===== config.mk =====
export PLATFORM = sky130hd
export DESIGN_NAME = irq_cascade_ctrl
export DESIGN_NICKNAME = d
export VERILOG_FILES = /design/src/rtl/icc_pkg.sv /design/src/rtl/icc_sub_cascade.sv /design/src/rtl/icc_src_pend.sv /design/src/rtl/icc_arbiter.sv /design/src/rtl/irq_cascade_ctrl.sv
export SDC_FILE = /design/constraint.sdc
export NUM_CORES = 1
export LEC_CHECK = 0
export ABC_AREA = 1
export CAP_MARGIN = 20
export CORE_UTILIZATION = 35
export DETAILED_ROUTE_END_ITERATION = 10
export DONT_BUFFER_PORTS = 1
export PLACE_DENSITY = 0.51
export SETUP_SLACK_MARGIN = 0.15
export SLEW_MARGIN = 20
export SYNTH_ARGS = -nofsm -noshare
export SYNTH_HDL_FRONTEND = slang
export SYNTH_SLANG_ARGS = --single-unit

===== constraint.sdc =====
create_clock -name clk -period 3.6 [get_ports clk]
set_input_delay 0.36 -clock clk [delete_from_list [all_inputs] [get_ports clk]]
set_output_delay 0.36 -clock clk [all_outputs]
set_load 0.03 [all_outputs]

===== src/rtl/icc_pkg.sv =====
package icc_pkg;

  // Word addresses of the register port
  typedef enum logic [2:0] {
    A_SRC     = 3'd0,
    A_MASK    = 3'd1,
    A_ACT     = 3'd2,
    A_IDX     = 3'd3,
    A_SUB     = 3'd4,
    A_SUBMASK = 3'd5
  } icc_addr_e;

  localparam int unsigned GRP_FIELD_W = 8;

endpackage


===== src/rtl/icc_sub_cascade.sv =====
module icc_sub_cascade #(
  parameter int unsigned NUM_MAIN    = 32,
  parameter int unsigned GRP_SIZE    = 3,
  parameter int unsigned NUM_SER_GRP = 3,
  parameter int unsigned TAIL_SUBS   = 2,
  parameter int unsigned NUM_GRP     = NUM_SER_GRP + 1,
  parameter logic [NUM_GRP*8-1:0] GRP_MAIN = 32'h1F0F171C,
  parameter int unsigned NUM_SUB     = NUM_SER_GRP*GRP_SIZE + TAIL_SUBS
) (
  input  logic                clk,
  input  logic                rst_n,
  input  logic [NUM_SUB-1:0]  sub_req,
  input  logic [NUM_SUB-1:0]  sub_clr,
  input  logic                smask_we,
  input  logic [NUM_SUB-1:0]  smask_wdata,
  output logic [NUM_SUB-1:0]  sub_pnd,
  output logic [NUM_SUB-1:0]  sub_mask,
  output logic [NUM_MAIN-1:0] casc
);
  localparam int unsigned SER_SUBS = NUM_SER_GRP * GRP_SIZE;
  localparam int unsigned IDX_W    = $clog2(NUM_MAIN);

  logic [NUM_SUB-1:0] sub_pnd_nx;
  logic [NUM_SUB-1:0] live;

  function automatic int unsigned grp_of(input int unsigned s);
    return (s < SER_SUBS) ? (s / GRP_SIZE) : NUM_SER_GRP;
  endfunction

  function automatic logic [IDX_W-1:0] main_of(input int unsigned g);
    logic [icc_pkg::GRP_FIELD_W-1:0] b;
    b = GRP_MAIN[icc_pkg::GRP_FIELD_W*g +: icc_pkg::GRP_FIELD_W];
    return b[IDX_W-1:0];
  endfunction

  always_comb begin
    sub_pnd_nx = (sub_pnd & ~sub_clr) | sub_req;
    live       = sub_pnd & ~sub_mask;
  end

  always_comb begin
    casc = '0;
    for (int s = 0; s < NUM_SUB; s++) begin
      casc[main_of(grp_of(s))] = casc[main_of(grp_of(s))] | live[s];
    end
  end

  always_ff @(posedge clk or negedge rst_n) begin
    if (!rst_n) begin
      sub_pnd <= '0;
    end else begin
      sub_pnd <= sub_pnd_nx;
    end
  end

  always_ff @(posedge clk or negedge rst_n) begin
    if (!rst_n) begin
      sub_mask <= '1;
    end else if (smask_we) begin
      sub_mask <= smask_wdata;
    end
  end

endmodule


===== src/rtl/icc_src_pend.sv =====
module icc_src_pend #(
  parameter int unsigned NUM_MAIN = 32
) (
  input  logic                clk,
  input  logic                rst_n,
  input  logic [NUM_MAIN-1:0] req_eff,
  input  logic [NUM_MAIN-1:0] src_clr,
  input  logic                mask_we,
  input  logic [NUM_MAIN-1:0] mask_wdata,
  output logic [NUM_MAIN-1:0] src_pnd,
  output logic [NUM_MAIN-1:0] main_mask,
  output logic [NUM_MAIN-1:0] cand
);
  logic [NUM_MAIN-1:0] src_pnd_nx;

  always_comb begin
    src_pnd_nx = (src_pnd & ~src_clr) | req_eff;
    cand       = src_pnd & ~main_mask;
  end

  always_ff @(posedge clk or negedge rst_n) begin
    if (!rst_n) begin
      src_pnd <= '0;
    end else begin
      src_pnd <= src_pnd_nx;
    end
  end

  always_ff @(posedge clk or negedge rst_n) begin
    if (!rst_n) begin
      main_mask <= '1;
    end else if (mask_we) begin
      main_mask <= mask_wdata;
    end
  end

endmodule


===== src/rtl/icc_arbiter.sv =====
module icc_arbiter #(
  parameter int unsigned NUM_MAIN = 32,
  parameter int unsigned IDX_W    = $clog2(NUM_MAIN)
) (
  input  logic                clk,
  input  logic                rst_n,
  input  logic [NUM_MAIN-1:0] cand,
  input  logic [NUM_MAIN-1:0] act_clr,
  output logic [NUM_MAIN-1:0] act,
  output logic [IDX_W-1:0]    act_idx
);
  logic [NUM_MAIN-1:0] pick;
  logic [IDX_W-1:0]    pick_idx;
  logic                found;
  logic                load;
  logic                kill;
  logic                upd_en;
  logic [NUM_MAIN-1:0] act_nx;
  logic [IDX_W-1:0]    idx_nx;

  // fixed priority: lowest index wins
  always_comb begin
    pick     = '0;
    pick_idx = '0;
    found    = 1'b0;
    for (int k = 0; k < NUM_MAIN; k++) begin
      if (!found && cand[k]) begin
        found    = 1'b1;
        pick[k]  = 1'b1;
        pick_idx = IDX_W'(k);
      end
    end
  end

  always_comb begin
    load   = (act == '0) && found;
    kill   = (act & act_clr) != '0;
    upd_en = load || kill;
    if (load) begin
      act_nx = pick;
      idx_nx = pick_idx;
    end else begin
      act_nx = '0;
      idx_nx = '0;
    end
  end

  always_ff @(posedge clk or negedge rst_n) begin
    if (!rst_n) begin
      act     <= '0;
      act_idx <= '0;
    end else if (upd_en) begin
      act     <= act_nx;
      act_idx <= idx_nx;
    end
  end

endmodule


===== src/rtl/irq_cascade_ctrl.sv =====
module irq_cascade_ctrl #(
  parameter int unsigned NUM_MAIN    = 32,
  parameter int unsigned GRP_SIZE    = 3,
  parameter int unsigned NUM_SER_GRP = 3,
  parameter int unsigned TAIL_SUBS   = 2,
  parameter int unsigned NUM_GRP     = NUM_SER_GRP + 1,
  parameter logic [NUM_GRP*8-1:0] GRP_MAIN = 32'h1F0F171C,
  parameter int unsigned NUM_SUB     = NUM_SER_GRP*GRP_SIZE + TAIL_SUBS,
  parameter int unsigned DATA_W      = 32,
  parameter int unsigned ADDR_W      = 3
) (
  input  logic                clk,
  input  logic                rst_n,
  input  logic [NUM_MAIN-1:0] main_req,
  input  logic [NUM_SUB-1:0]  sub_req,
  input  logic                bus_en,
  input  logic                bus_wr,
  input  logic [ADDR_W-1:0]   bus_addr,
  input  logic [DATA_W-1:0]   bus_wdata,
  output logic [DATA_W-1:0]   bus_rdata,
  output logic                irq
);
  import icc_pkg::*;

  localparam int unsigned IDX_W = $clog2(NUM_MAIN);

  logic [1:0]          rst_sync;
  logic                rst_sync_n;
  logic                wr_go;
  logic                rd_go;
  logic [NUM_MAIN-1:0] src_clr;
  logic [NUM_MAIN-1:0] act_clr;
  logic [NUM_SUB-1:0]  sub_clr;
  logic                mask_we;
  logic                smask_we;
  logic [NUM_MAIN-1:0] casc;
  logic [NUM_MAIN-1:0] req_eff;
  logic [NUM_MAIN-1:0] src_pnd;
  logic [NUM_MAIN-1:0] main_mask;
  logic [NUM_MAIN-1:0] cand;
  logic [NUM_SUB-1:0]  sub_pnd;
  logic [NUM_SUB-1:0]  sub_mask;
  logic [NUM_MAIN-1:0] act;
  logic [IDX_W-1:0]    act_idx;

  // reset: asserts at once, releases on the clock
  always_ff @(posedge clk or negedge rst_n) begin
    if (!rst_n) begin
      rst_sync <= 2'b00;
    end else begin
      rst_sync <= {rst_sync[0], 1'b1};
    end
  end
  assign rst_sync_n = rst_sync[1];

  // write strobes
  always_comb begin
    wr_go    = bus_en && bus_wr;
    rd_go    = bus_en && !bus_wr;
    src_clr  = (wr_go && bus_addr == ADDR_W'(A_SRC)) ? bus_wdata[NUM_MAIN-1:0] : '0;
    act_clr  = (wr_go && bus_addr == ADDR_W'(A_ACT)) ? bus_wdata[NUM_MAIN-1:0] : '0;
    sub_clr  = (wr_go && bus_addr == ADDR_W'(A_SUB)) ? bus_wdata[NUM_SUB-1:0]  : '0;
    mask_we  = wr_go && bus_addr == ADDR_W'(A_MASK);
    smask_we = wr_go && bus_addr == ADDR_W'(A_SUBMASK);
  end

  icc_sub_cascade #(
    .NUM_MAIN(NUM_MAIN), .GRP_SIZE(GRP_SIZE), .NUM_SER_GRP(NUM_SER_GRP),
    .TAIL_SUBS(TAIL_SUBS), .NUM_GRP(NUM_GRP), .GRP_MAIN(GRP_MAIN), .NUM_SUB(NUM_SUB)
  ) u_sub (
    .clk(clk), .rst_n(rst_sync_n), .sub_req(sub_req), .sub_clr(sub_clr),
    .smask_we(smask_we), .smask_wdata(bus_wdata[NUM_SUB-1:0]),
    .sub_pnd(sub_pnd), .sub_mask(sub_mask), .casc(casc)
  );

  assign req_eff = main_req | casc;

  icc_src_pend #(.NUM_MAIN(NUM_MAIN)) u_src (
    .clk(clk), .rst_n(rst_sync_n), .req_eff(req_eff), .src_clr(src_clr),
    .mask_we(mask_we), .mask_wdata(bus_wdata[NUM_MAIN-1:0]),
    .src_pnd(src_pnd), .main_mask(main_mask), .cand(cand)
  );

  icc_arbiter #(.NUM_MAIN(NUM_MAIN), .IDX_W(IDX_W)) u_arb (
    .clk(clk), .rst_n(rst_sync_n), .cand(cand), .act_clr(act_clr),
    .act(act), .act_idx(act_idx)
  );

  assign irq = |act;

  // read port, combinational
  always_comb begin
    bus_rdata = '0;
    if (rd_go) begin
      case (bus_addr)
        ADDR_W'(A_SRC):     bus_rdata = DATA_W'(src_pnd);
        ADDR_W'(A_MASK):    bus_rdata = DATA_W'(main_mask);
        ADDR_W'(A_ACT):     bus_rdata = DATA_W'(act);
        ADDR_W'(A_IDX):     bus_rdata = DATA_W'(act_idx);
        ADDR_W'(A_SUB):     bus_rdata = DATA_W'(sub_pnd);
        ADDR_W'(A_SUBMASK): bus_rdata = DATA_W'(sub_mask);
        default:            bus_rdata = '0;
      endcase
    end
  end

endmodule


# After elaboration in Yosys (flattened, before gate mapping)

Index checks and enable logic that the tools add are counted.

Flip-flop bits (word level): 125
Output and inout bits: 33

Equality and inequality tests: 5
Muxes and demuxes: 101
Reduce and logical (&&, ||, !) cells: 76
Bitwise gates (word level): 19

Operators by type and width:

| operator             | count |
|---|---|
| $pmux W32 S6         | 1 |
| $mux W32             | 4 |
| $and A32 B32 Y32     | 3 |
| $mux W5              | 17 |
| $mux W1              | 64 |
| $not A32 Y32         | 2 |
| $or A32 B32 Y32      | 2 |
| $logic_and A1 B1 Y1  | 39 |
| $logic_not A1 Y1     | 32 |
| $logic_not A32 Y1    | 1 |
| $mux W4              | 8 |
| $reduce_bool A32 Y1  | 1 |
| $reduce_or A32 Y1    | 1 |
| $and A11 B11 Y11     | 2 |
| $not A11 Y11         | 2 |
| $mux W3              | 4 |
| $mux W11             | 1 |
| $or A11 B11 Y11      | 1 |
| $or A1 B1 Y1         | 7 |
| $eq A3 B2 Y1 const B | 2 |
| $eq A3 B3 Y1 const B | 2 |
| $mux W2              | 2 |
| $eq A3 B1 Y1 const B | 1 |
| $logic_not A3 Y1     | 1 |
| $logic_or A1 B1 Y1   | 1 |

# Logic depth before layout (Yosys ltp)

Gate-level depths: netlist of the first run.

Word-level depth: 98
Gate-level depth with buffers: 22
Gate-level depth less buffers: 22

# Cells and area by module

From an unflattened synthesis of the first run, not the netlist that was laid out.

Cells, all modules: 1274
Area total of the unflattened synthesis: 8650.8 um2

By module, submodules not included:

| module           | sequential area each (um2) | area each (um2) | cells each | instances |
|---|---|---|---|---|
| icc_src_pend     | 1641.6                     | 2854.0          | 360        | 1 |
| icc_arbiter      | 925.9                      | 2571.2          | 342        | 1 |
| irq_cascade_ctrl | 50.0                       | 2080.7          | 450        | 1 |
| icc_sub_cascade  | 564.3                      | 1144.8          | 122        | 1 |

# Least setup slack after synthesis of the first run

OpenSTA, ideal clock, no wires.

Path kind: flip-flop to flip-flop
Start point: register u_src.main_mask[0]
End point: register u_arb.act[20]
Arrival: 2.778 ns
Library setup time: 0.069 ns
Required time: 3.531 ns
Stages on the path, launching flop included: 22
Path slack: 0.753 ns
Path through: dfstp_2 inv_1 nand2_2 nand4_4 nor2_4 nand4_4 nor2_4 nand4_4 nor2_4 nand4_4 nor2_4 nand4_2 nor2_4 nand4_4 nor2_4 nand4_4 nor2_8 nand4_4 nand2_4 buf_6 nand3_1 nand2_1

Word-level cells in the longest chain between the ends: 98
Elaborated cells on any way between the ends: 100

RTL lines:

| item                                                  | RTL line                             | text |
|---|---|---|
| start: declaration                                    | icc_src_pend.sv:11                   | `output logic [NUM_MAIN-1:0] main_mask,` |
| start signal: assignment                              | icc_src_pend.sv:33                   | `main_mask <= mask_wdata;` |
| $not A32 Y32 (*)                                      | icc_src_pend.sv:18                   | `cand = src_pnd & ~main_mask;` |
| $and A32 B32 Y32 (*)                                  | icc_src_pend.sv:18                   |  |
| $mux W1 (*)                                           | icc_arbiter.sv:27                    | `if (!found && cand[k]) begin` |
| $logic_not A1 Y1                                      | icc_arbiter.sv:27                    |  |
| $logic_and A1 B1 Y1                                   | icc_arbiter.sv:27                    |  |
| $mux W1 (*)                                           | icc_arbiter.sv:27                    |  |
| $logic_not A1 Y1                                      | icc_arbiter.sv:27                    |  |
| $logic_and A1 B1 Y1                                   | icc_arbiter.sv:27                    |  |
| (+82 left out)                                        | n/a                                  |  |
| $logic_not A1 Y1                                      | icc_arbiter.sv:27                    |  |
| $logic_and A1 B1 Y1                                   | icc_arbiter.sv:27                    |  |
| $mux W1                                               | icc_arbiter.sv:27                    |  |
| $logic_not A1 Y1                                      | icc_arbiter.sv:27                    |  |
| $logic_and A1 B1 Y1                                   | icc_arbiter.sv:27                    |  |
| $mux W1                                               | icc_arbiter.sv:27                    |  |
| $logic_and A1 B1 Y1                                   | icc_arbiter.sv:36                    | `load = (act == '0) && found;` |
| $mux W32 / $logic_or A1 B1 Y1 (equally long branches) | icc_arbiter.sv:39, icc_arbiter.sv:38 |  |
| end signal: assignment                                | icc_arbiter.sv:53                    | `act <= act_nx;` |
| end: declaration                                      | icc_arbiter.sv:9                     | `output logic [NUM_MAIN-1:0] act,` |

Every way passes the cells marked *; elsewhere a longest branch is shown, timed or not.
A chain may end at the register's enable or synchronous reset.

# Worst setup path after layout of the first run

Start point: register u_src.main_mask[1]
End point: register u_arb.act_idx[0]

Word-level cells in the longest chain between the ends: 96
Elaborated cells on any way between the ends: 128

RTL lines:

| item                                                 | RTL line                             | text |
|---|---|---|
| $not A32 Y32 (*)                                     | icc_src_pend.sv:18                   |  |
| $and A32 B32 Y32 (*)                                 | icc_src_pend.sv:18                   |  |
| $logic_and A1 B1 Y1 (*)                              | icc_arbiter.sv:27                    |  |
| $mux W1                                              | icc_arbiter.sv:27                    |  |
| $logic_not A1 Y1                                     | icc_arbiter.sv:27                    |  |
| $logic_and A1 B1 Y1                                  | icc_arbiter.sv:27                    |  |
| $mux W1                                              | icc_arbiter.sv:27                    |  |
| $logic_not A1 Y1                                     | icc_arbiter.sv:27                    |  |
| (+80 left out)                                       | n/a                                  |  |
| $logic_not A1 Y1                                     | icc_arbiter.sv:27                    |  |
| $logic_and A1 B1 Y1                                  | icc_arbiter.sv:27                    |  |
| $mux W1                                              | icc_arbiter.sv:27                    |  |
| $logic_not A1 Y1                                     | icc_arbiter.sv:27                    |  |
| $logic_and A1 B1 Y1                                  | icc_arbiter.sv:27                    |  |
| $mux W1                                              | icc_arbiter.sv:27                    |  |
| $logic_and A1 B1 Y1                                  | icc_arbiter.sv:36                    |  |
| $mux W5 / $logic_or A1 B1 Y1 (equally long branches) | icc_arbiter.sv:39, icc_arbiter.sv:38 |  |
| end signal: assignment                               | icc_arbiter.sv:54                    | `act_idx <= idx_nx;` |
| end: declaration                                     | icc_arbiter.sv:10                    | `output logic [IDX_W-1:0] act_idx` |

Marks and branches as above.

==> results by group, run 1 <==
Flow run
  – Max-Cap Viols: 0

Finish
  – P&R area growth vs syn: 20.2%
  – Final core occ: 43.4%
  – Nets: 1046
  – Design Area, Final: 8530 µm²
  – Number of diodes: 0
  – Layout cells sized above 1: 19.0%

Synthesis
  – Yosys top cell by area: dfrtp_1
  – Synth unique cells: 35
  – Synthesized Nets: 1020
  – Post-Syn Area per Cell: 7.57 µm²
  – Warnings from Yosys: 0
  – Top cells by area, synth: dfrtp_1, dfstp_2, nand2_1
  – Commonest cells in the netlist: nand2_1, inv_1, nor2_1, dfrtp_1, o21ai_0
  – Synth Flop Type: dfrtp_1
  – Synth Cell Area: 7100 µm²
  – Fraction of registers with async set/reset: 100%
  – Synth Instances: 938
  – Number of flops mapped to enable cells by yosys: 0
  – #FFs+latches synth: 125
  – Top-area cell type share of the netlist area: 28.9%
  – Seq/Total Area, Yosys: 44.8%
  – Count leader, synth: nand2_1

Pwr
  – Logic pwr share: 16.9%
  – Psw: 1340 µW
  – Reg power frac: 40.9%
  – Sw Ratio: 29.7%
  – Internal power: 3160 µW
  – Maximum vdd ir drop: 0.299 mV
  – Static Leak: 0.00446 µW
  – Pwr dens: 527 nW/µm²
  – Power Total: 4500 µW
  – Clk pwr share: 42.2%

Run status
  – Outcome: finished clean

Detailed routing
  – Via density: 5.23
  – Via count: 6495
  – Routed Antenna Nets: 0
  – Routed WL per cell: 19.2 µm
  – Wirelength, routed: 23900 µm
  – 1st-iter DRT viols: 518
  – DRC viols: 0
  – Drt first pass iters: 5

Min path
  – Worst Hold Class: in -> reg
  – Worst Hold Path Cells: 2
  – Worst Hold End: u_src.src_pnd[5]
  – Worst hold path startpoint: main_req[5]

Setup path
  – R2r setup slk: 0.14 ns
  – Worst R2R Start: u_src.main_mask[1]
  – Arrival time worst endpoint: 3.77 ns
  – Crit. End Element: register
  – Critical path buffers and inverters: 2
  – Worst R2R End: u_arb.act_idx[0]
  – Slowest stage delay, CP: 0.54 ns
  – Crit path launch type: register
  – CP max FO: 6
  – Req. time, crit path: 3.91 ns
  – Slowest CP cell: dfstp_2
  – CP Cell Sequence: inv_2 -> nand2_4 -> nand3_4 -> nor2_2 -> nand4_1 -> nor2_1 -> nand4_1 -> nor2_1 -> nand4_1 -> nor2_1 -> nand4_1 -> nor2_2 -> nand4_1 -> nor2_2 -> nand4_1 -> nor2_2 -> nand4_1 -> nor2_2 -> nor2_4 -> buf_4 -> nand2_1 -> nand2_1
  – Worst r2r path cells: 22
  – Setup CP Type: reg -> reg
  – Most used cell, CP: nand4_1
  – Family with the most delay on the worst path: simple AND/OR/NAND/NOR gates

Global routing
  – Vias in the first global route: 6221
  – Global-route usage over all layers: 23.5%
  – Initial antenna violation count: 0
  – GRT Residual Overflow: 0
  – First-pass GRT wire length: 35700 µm
  – Largest net degree at the start of global routing: 70

STA
  – Final worst path period need: 3.46 ns
  – Relative slew slack: 48.9%
  – Final setup viols: 0
  – Worst-margin pin slew: 0.767 ns
  – Hold Vio Cnt, Final: 0
  – Fin Clk Skew: 0.00915 ns
  – Final period util: 96.0%
  – Peak Freq: 0.289 GHz
  – Setup_tns: 0 ns
  – RSZ-0062 raised after global routing: true
  – Max-slew violation count: 0

Floorplan
  – Initial core utilization: 36.1%
  – Die Y: 144 µm
  – Total core area: 19700 µm²
  – Die width: 144 µm
  – # IOs: 115
  – Die area: 20900 µm²
  – Num rows: 51

CTS
  – # H-tree levels: 4
  – Clk_lat worst skew: 0.43 ns
  – Cts bufs inserted: 17
  – Clock Tree Root: clkbuf_16
  – TritonCTS clock tree: yes
  – CTS Sinks: 125
  – Clk buf depth: 2
  – Clock-pin slew on the worst setup and hold paths: 0.06 ns

Placement
  – Placer Congestion: 0.904
  – PortBufs: 0
  – DPL Wire Length: 17200 µm
  – Placed Area: 7520 µm²
==> layout by cell type, fill, tap and decap left out, types with 19 or more instances in the layout <==
cell type / n
nand4_1: 21
dfrtp_1: 81
o21ai_0: 79
buf_4: 30
o21bai_1: 28
nand2_1: 168
nand2_2: 28
nor2_1: 91
nand3_1: 53
clkbuf_16: 19
inv_1: 175
dfstp_2: 43
==> worst reg2reg max path: cells and delay by family, from the launching register on <==
family	cells	cell delay, ns
buf+inv	2	0.22
flops	1	0.54
simple gates	20	2.60
==> how the worst max path moves through the flow <==
stage	slack, ns	cells after the start	endpoint	startpoint
after global placement	0.27	20	u_arb.act[29]	u_src.main_mask[3]
after floorplan	0.75	21	u_arb.act[20]	u_src.main_mask[0]
after CTS	0.18	22	u_arb.act[22]	u_src.main_mask[0]
after detailed placement	0.24	22	u_arb.act[22]	u_src.main_mask[0]
after global routing	-0.07	22	u_arb.act[8]	u_src.main_mask[1]
final	0.14	22	u_arb.act_idx[0]	u_src.main_mask[1]
==> routing by layer <==
layer,global-route usage (%),part of all wire [%]
met5,0,0
met4,6.76,1.6
met3,6.19,6.6
met2,35.7,46
met1,32.7,46
==> state kept, by name, summed over array words and instances (netlist names) <==
register and flops:
u_sub.sub_pnd 11, u_sub.sub_mask 11, rst_sync 2, u_arb.act_idx 5, u_src.main_mask 32, u_src.src_pnd 32, u_arb.act 32
==> final cells by class <==
| type | instances | area, µm² |
|---|---|---|
| sequential | 125 | 3190 |
| tap | 265 | 332 |
| inverter | 180 | 676 |
| fill | 2083 | 11100 |
| timing repair buffer | 39 | 379 |
| multi-input combinational | 601 | 3320 |
| clock inverter | 11 | 190 |
| clock buffer | 21 | 450 |
==> per-stage QoR <==
| stage | std cells | worst slack (ns) | hold WS [ns] |
|---|---|---|---|
| after global routing | 1242 | -0.0726 | 0.0110 |
| final | 1242 | 0.143 | 0.0256 |
| after floorplan | 938 | 0.753 | 0.0644 |
| after CTS | 1227 | 0.179 | 0.0137 |
| after detailed placement | 1194 | 0.236 | 0.0645 |
| after global placement | 1193 | 0.274 | 0.0645 |
==> cell families (layout without fill, tap and decap cells) <==
family | after synthesis | count (layout) | share of synthesized area (%)
AO/OA/AOI/OAI | 176 | 176 | 15.7
buffers and inverters | 214 | 251 | 11.7
flip-flops | 125 | 125 | 44.8
other | 1 | 1 | 0.0528
AND/OR/NAND/NOR | 422 | 424 | 27.8
==> power groups by stage <==
stage / registers [µW] / clock network (µW) / logic [µW]
finish: 1840 / 1900 / 759
global route: 1860 / 2000 / 845
CTS: 1840 / 1930 / 712
detailed placement: 1860 / 0 / 707
global placement: 1860 / 0 / 700
floorplan: 1810 / 0 / 519
==> repair_timing <==
action                                  in CTS  in global routing
endpoints found under the setup margin       0                 37
endpoints found under the hold margin        2                  0
hold buffers                                 1                  0
buffers inserted                             0                 10
gates resized for setup                      0                 64
(Power assumes the default switching activity.)
==> run 2: changes to the inputs <==
--- a/config.mk
+++ b/config.mk
@@ -11,8 +11,10 @@
 export DETAILED_ROUTE_END_ITERATION = 10
 export DONT_BUFFER_PORTS = 1
 export PLACE_DENSITY = 0.51
+export RECOVER_POWER = 25
 export SETUP_SLACK_MARGIN = 0.15
 export SLEW_MARGIN = 20
 export SYNTH_ARGS = -nofsm -noshare
 export SYNTH_HDL_FRONTEND = slang
+export SYNTH_HIERARCHICAL = 1
 export SYNTH_SLANG_ARGS = --single-unit
==> results by group, run 2 <==
Synthesis
  – Seq/Total Area, Yosys: 36.8%
  – #FFs+latches synth: 125
  – Count leader, synth: nand2_1
  – Synth Area in Adders: 0%
  – Synth unique cells: 41
  – Synth Cell Area: 8650 µm²
  – Top cells by area, synth: dfrtp_1, nand2_1, dfstp_2
  – Yosys top cell by area: dfrtp_1
  – Commonest cells in the netlist: nand2_1, inv_1, nor2_1, nand3_1, dfrtp_1
  – Synth Flop Type: dfrtp_1
  – Number of flops mapped to enable cells by yosys: 0
  – Main combinational cell family by area after synthesis: simple AND/OR/NAND/NOR gates
  – Post-Syn Area per Cell: 6.79 µm²
  – Warnings from Yosys: 6
  – Synth Instances: 1274
  – Simple-gate portion of the synthesized area: 42.8%
  – Compound-Gate Fraction of Synth Area: 3.44%
  – Post-synthesis mux area share: 0%
  – Top-area cell type share of the netlist area: 23.7%
  – Fraction of registers with async set/reset: 100%
  – Post-Synth XOR/XNOR Area: 0%

CTS
  – Clock Tree Root: clkbuf_16
  – Cts bufs inserted: 17
  – Clk_lat worst skew: 0.42 ns
  – Clk buf depth: 2
  – CTS Sinks: 125
  – Clock-pin slew on the worst setup and hold paths: 0.06 ns
  – # H-tree levels: 4
  – TritonCTS clock tree: yes

Detailed routing
  – Drt first pass iters: 5
  – Via density: 4.81
  – 1st-iter DRT viols: 645
  – Wirelength, routed: 26500 µm
  – WL met2: 12100 µm
  – DRC viols: 0
  – Metal-1 WL: 12500 µm
  – Highest metal used: met4
  – Routed WL per cell: 16.5 µm
  – Routed Antenna Nets: 0
  – Met3 WL: 1520 µm
  – Via count: 7718

Finish
  – Commonest cells after routing, fill and taps aside: nand2_1, inv_1, nor2_1
  – Nets: 1349
  – Number of diodes: 0
  – Final core occ: 38.4%
  – Top flop regs: u_arb/act: 32 flops, u_src/main_mask: 32 flops, u_src/src_pnd: 32 flops
  – Most common cell after layout, fill and taps aside: nand2_1
  – Layout cells sized above 1: 13.1%
  – P&R area growth vs syn: 7.74%

Setup path
  – Req. time, crit path: 3.90 ns
  – CP max FO: 8
  – R2r setup slk: 0.34 ns
  – Worst path depth: 21
  – Crit path launch type: register
  – Arrival time worst endpoint: 3.56 ns
  – CP Cell Sequence: nor2_1 -> nor2_4 -> nand4_4 -> nor2_4 -> nand4_4 -> nor2_4 -> nand4_2 -> nor2_4 -> nand4_4 -> nor2_4 -> nand4_4 -> nor2_4 -> nand4_4 -> nor2_4 -> nand4_4 -> nor2_4 -> nand3_4 -> buf_4 -> buf_4 -> nand3_1 -> nand2_1
  – Most used cell, CP: nor2_4
  – Worst R2R Start: u_src/main_mask[1]
  – Worst R2R End: u_arb/act[15]
  – Slowest stage delay, CP: 0.55 ns
  – Worst r2r path cells: 21
  – Critical path buffers and inverters: 2
  – Setup CP Type: reg -> reg
  – Slowest CP cell: dfstp_2
  – Family with the most delay on the worst path: simple AND/OR/NAND/NOR gates
  – Crit. End Element: register

STA
  – Setup ws final: 0.343 ns
  – Fin Clk Skew: 0.00658 ns
  – Final setup viols: 0
  – Hold slack final: 0.0213 ns
  – Max-slew violation count: 70
  – RSZ-0062 raised after global routing: false
  – Worst-margin pin slew: 1.92 ns
  – Peak Freq: 0.307 GHz
  – Final worst path period need: 3.26 ns
  – Hold Vio Cnt, Final: 0
  – Setup_tns: 0 ns
  – Final period util: 90.5%
  – Relative slew slack: -28.1%

Pwr
  – Maximum vdd ir drop: 0.304 mV
  – Pwr dens: 585 nW/µm²
  – Static Leak: 0.00540 µW

Floorplan
  – Initial core utilization: 35.7%
  – Die area: 25300 µm²
  – Die Y: 159 µm
  – Total core area: 24200 µm²
  – # IOs: 115
  – Die width: 159 µm
  – Num rows: 57

Run status
  – Failing checks: capacitance limit, slew limit
  – Outcome: finished, violations left

Global routing
  – Global-route usage over all layers: 21.2%
  – GRT Residual Overflow: 0
  – Vias in the first global route: 7259
  – Initial antenna violation count: 0
  – Largest net degree at the start of global routing: 81
  – First-pass GRT wire length: 41600 µm

Placement
  – Place WS: 0.236 ns
  – PortBufs: 0
  – Placer Congestion: 0.856
  – DPL Wire Length: 19200 µm

Flow run
  – Max-Cap Viols: 2

Min path
  – Worst Hold End: u_src/main_mask[30]
  – Worst Hold Class: in -> reg
  – Worst hold path startpoint: bus_wdata[30]
  – Worst Hold Path Cells: 2
==> run 2: cell types whose count changed after synthesis, sizes merged, moves of 19 or more <==
cell	previous run	this run
clkbuf	29	10
o21ai	79	16
nor2	105	174
nand3	54	128
inv	180	227
or2	2	33
buf	5	68
nand2	208	388
==> run 2: worst max path at each step <==
stage	from	endpoint	slack (ns)
3_5_place_dp	u_src/main_mask[1]	u_arb/act[16]	0.24
6_report	u_src/main_mask[1]	u_arb/act[15]	0.34
4_1_cts	u_src/main_mask[1]	u_arb/act[16]	0.21
3_3_place_gp	u_src/main_mask[1]	u_arb/act[27]	0.28
2_1_floorplan	u_src/main_mask[1]	u_arb/act[7]	0.67
5_1_grt	u_src/main_mask[1]	u_arb/act_idx[2]	0.14
==> run 2: cell families (layout without fill, tap and decap cells) <==
| logic type | count (synthesis) | after routing |
|---|---|---|
| simple gates | 800 | 801 |
| buf+inv | 305 | 283 |
| flops | 125 | 125 |
| compound gates | 42 | 42 |
| other cells | 2 | 29 |
==> run 2: per-stage QoR <==
| step | area (µm²) | total power, µW | std cells |
|---|---|---|---|
| after global routing | 9320 | 5760 | 1604 |
| final | 9320 | 5450 | 1604 |
| after floorplan | 8750 | 2550 | 1301 |
| after detailed placement | 8740 | 3730 | 1564 |
| after global placement | 8740 | 3720 | 1564 |
| after CTS | 9290 | 5390 | 1597 |
==> run 2: report_power, final <==
part	total, µW	internal (µW)	switching (µW)
sequential	2000	1710	292
clock	1630	998	636
combinational	1810	488	1320
total	5450	3200	2250
==> run 2: what timing repair did <==
item	in CTS	in global routing
hold endpoints to repair	2	0
hold buffers	1	0
setup endpoints to repair	0	37
setup buffers	0	6
gates resized for setup	0	3
==> run 2: metal layers <==
metal	vias up	global-route usage, %
met3	25	4.56
met1	3626	29.3
met2	218	33.5
li1	3849	-
met4	0	5.59
met5	-	0
==> run 2: worst register-to-register path: stages, from the launching register on <==
cell	delay [ns]
dfstp_2	0.55
nor2_1	0.09
nor2_4	0.16
nand4_4	0.10
nor2_4	0.16
nand4_4	0.12
nor2_4	0.12
nand4_2	0.12
nor2_4	0.14
nand4_4	0.11
nor2_4	0.13
nand4_4	0.11
nor2_4	0.13
nand4_4	0.11
nor2_4	0.15
nand4_4	0.10
nor2_4	0.17
nand3_4	0.11
buf_4	0.18
buf_4	0.17
nand3_1	0.07
nand2_1	0.06
==> run 2: area by class of cell <==
type / count / area (µm²)
multi-input combinational: 872 / 4120
inverter: 227 / 855
tap: 324 / 405
fill: 2707 / 14900
timing repair buffer: 24 / 209
sequential: 125 / 3180
clock buffer: 25 / 485
clock inverter: 7 / 62.6
==> run 3: changes to the inputs <==
--- a/config.mk
+++ b/config.mk
@@ -6,11 +6,12 @@
 export NUM_CORES = 1
 export LEC_CHECK = 0
 export ABC_AREA = 1
+export BUFFER_PORTS_ARGS = -buffer_cell sky130_fd_sc_hd__buf_2
 export CAP_MARGIN = 20
+export CORE_MARGIN = 8
 export CORE_UTILIZATION = 35
 export DETAILED_ROUTE_END_ITERATION = 10
-export DONT_BUFFER_PORTS = 1
-export PLACE_DENSITY = 0.51
+export PLACE_DENSITY = 0.55
 export RECOVER_POWER = 25
 export SETUP_SLACK_MARGIN = 0.15
 export SLEW_MARGIN = 20
==> results by group, run 3 (synthesis results as in run 2) <==
Global routing
  – Vias in the first global route: 7864
  – Initial antenna violation count: 0
  – Global-route usage over all layers: 17.7%
  – Largest net degree at the start of global routing: 71
  – GRT Residual Overflow: 0
  – First-pass GRT wire length: 42500 µm

STA
  – Worst-margin pin slew: 2.31 ns
  – Fin Clk Skew: 0.00829 ns
  – Hold Vio Cnt, Final: 0
  – Final setup viols: 0
  – Final period util: 90.0%
  – Max-slew violation count: 54
  – Relative slew slack: -54.0%
  – Final worst path period need: 3.24 ns
  – Setup_tns: 0 ns
  – Peak Freq: 0.309 GHz
  – Setup ws final: 0.361 ns
  – RSZ-0062 raised after global routing: true

Flow run
  – Max-Cap Viols: 1

Setup path
  – Setup CP Type: reg -> reg
  – Most used cell, CP: nor2_4
  – Worst R2R End: u_arb/act[8]
  – CP Cell Sequence: nor2_1 -> nor2_4 -> nand4_2 -> nor2_4 -> nand4_4 -> nor2_4 -> nand4_2 -> nor2_4 -> nand4_4 -> nor2_4 -> nand4_4 -> nor2_4 -> nand4_4 -> nor2_4 -> nand4_2 -> nor2_4 -> nand3_4 -> nand2_8 -> nand3_1 -> nand2_1
  – Worst R2R Start: u_src/main_mask[1]
  – CP max FO: 37
  – Crit path launch type: register
  – Req. time, crit path: 3.96 ns
  – Crit. End Element: register
  – Slowest stage delay, CP: 0.55 ns
  – Worst r2r path cells: 20
  – Slowest CP cell: dfstp_2
  – R2r setup slk: 0.36 ns
  – Arrival time worst endpoint: 3.60 ns

Placement
  – DPL Wire Length: 19900 µm
  – PortBufs: 114
  – Place WS: 0.397 ns
  – Placer Congestion: 0.871

Floorplan
  – Total core area: 24300 µm²
  – Num rows: 57
  – Die area: 30000 µm²
  – Initial core utilization: 35.6%
  – Die width: 173 µm
  – Die Y: 173 µm
  – # IOs: 115

CTS
  – Cts bufs inserted: 17
  – Clk_lat worst skew: 0.42 ns
  – Clk buf depth: 2
  – TritonCTS clock tree: yes
  – CTS Sinks: 125
  – # H-tree levels: 4
  – Clock-pin slew on the worst setup and hold paths: 0.06 ns
  – Clock Tree Root: clkbuf_16

Finish
  – Number of diodes: 0
  – Nets: 1460
  – Top flop regs: u_arb/act: 32 flops, u_src/main_mask: 32 flops, u_src/src_pnd: 32 flops
  – P&R area growth vs syn: 14.6%
  – Most common cell after layout, fill and taps aside: nand2_1
  – Commonest cells after routing, fill and taps aside: nand2_1, inv_1, nor2_1
  – Final core occ: 40.8%
  – Layout cells sized above 1: 21.1%

Pwr
  – Static Leak: 0.00590 µW
  – Maximum vdd ir drop: 0.391 mV
  – Pwr dens: 558 nW/µm²

Min path
  – Worst Hold Class: in -> reg
  – Worst Hold End: u_sub/sub_pnd[7]
  – Worst hold path startpoint: sub_req[7]
  – Worst Hold Path Cells: 2

Detailed routing
  – Drt first pass iters: 5
  – Wirelength, routed: 26400 µm
  – 1st-iter DRT viols: 575
  – Via count: 8001
  – DRC viols: 0
  – Via density: 4.67
  – Routed WL per cell: 15.4 µm
  – Routed Antenna Nets: 0

Run status
  – Failing checks: capacitance limit, slew limit
  – Outcome: finished, violations left
[run 3: layout make-up]
type                       instances  area (µm²)
fill                            2632       14400
multi-input combinational        871        4130
sequential                       125        3180
inverter                         227         862
timing repair buffer             136         749
clock buffer                      23         478
tap                              324         405
clock inverter                     9         110
[run 3: routing by layer]
metal	wire [µm]	track usage [%]	vias up
met4	464	5.28	0
li1	-	-	4061
met1	12600	24.0	3706
met5	0	0	-
met3	1300	3.70	28
met2	12000	27.9	206
[run 3: critical path, delay by kind of cell (launching register included)]
| family | cells | cell delay, ns |
|---|---|---|
| simple gates | 20 | 2.61 |
| flops | 1 | 0.55 |
[run 3: how the worst max path moves through the flow]
stage / startpoint / end / slack (ns) / depth (start not counted)
floorplan: u_src/main_mask[1] / u_arb/act[7] / 0.67 / 20
CTS: u_src/main_mask[1] / u_arb/act[22] / 0.38 / 20
global route: u_src/main_mask[1] / u_arb/act[22] / 0.12 / 20
finish: u_src/main_mask[1] / u_arb/act[8] / 0.36 / 20
detailed placement: u_src/main_mask[1] / u_arb/act[21] / 0.40 / 20
global placement: u_src/main_mask[1] / u_arb/act[27] / 0.47 / 20
[run 3: repair_timing]
item / in CTS / in global routing
gates resized for setup: 0 / 0
buffers inserted: 0 / 1
endpoints found under the hold margin: 2 / 0
endpoints found under the setup margin: 0 / 15
hold buffers: 1 / 0
[run 3: through the flow]
stage	hold slack, ns	area (µm²)	total power [µW]	instances
2_1_floorplan	0.0644	8750	2550	1301
3_3_place_gp	0.151	9320	3820	1681
3_5_place_dp	0.151	9320	3820	1681
4_1_cts	0.111	9910	5580	1714
5_1_grt	0.110	9920	5860	1715
6_report	0.125	9920	5530	1715
[run 3: power by group]
group | internal (µW) | switching, µW | total (µW)
registers | 1710 | 279 | 1990
logic | 535 | 1280 | 1810
clock network | 1070 | 660 | 1740
total | 3320 | 2210 | 5530
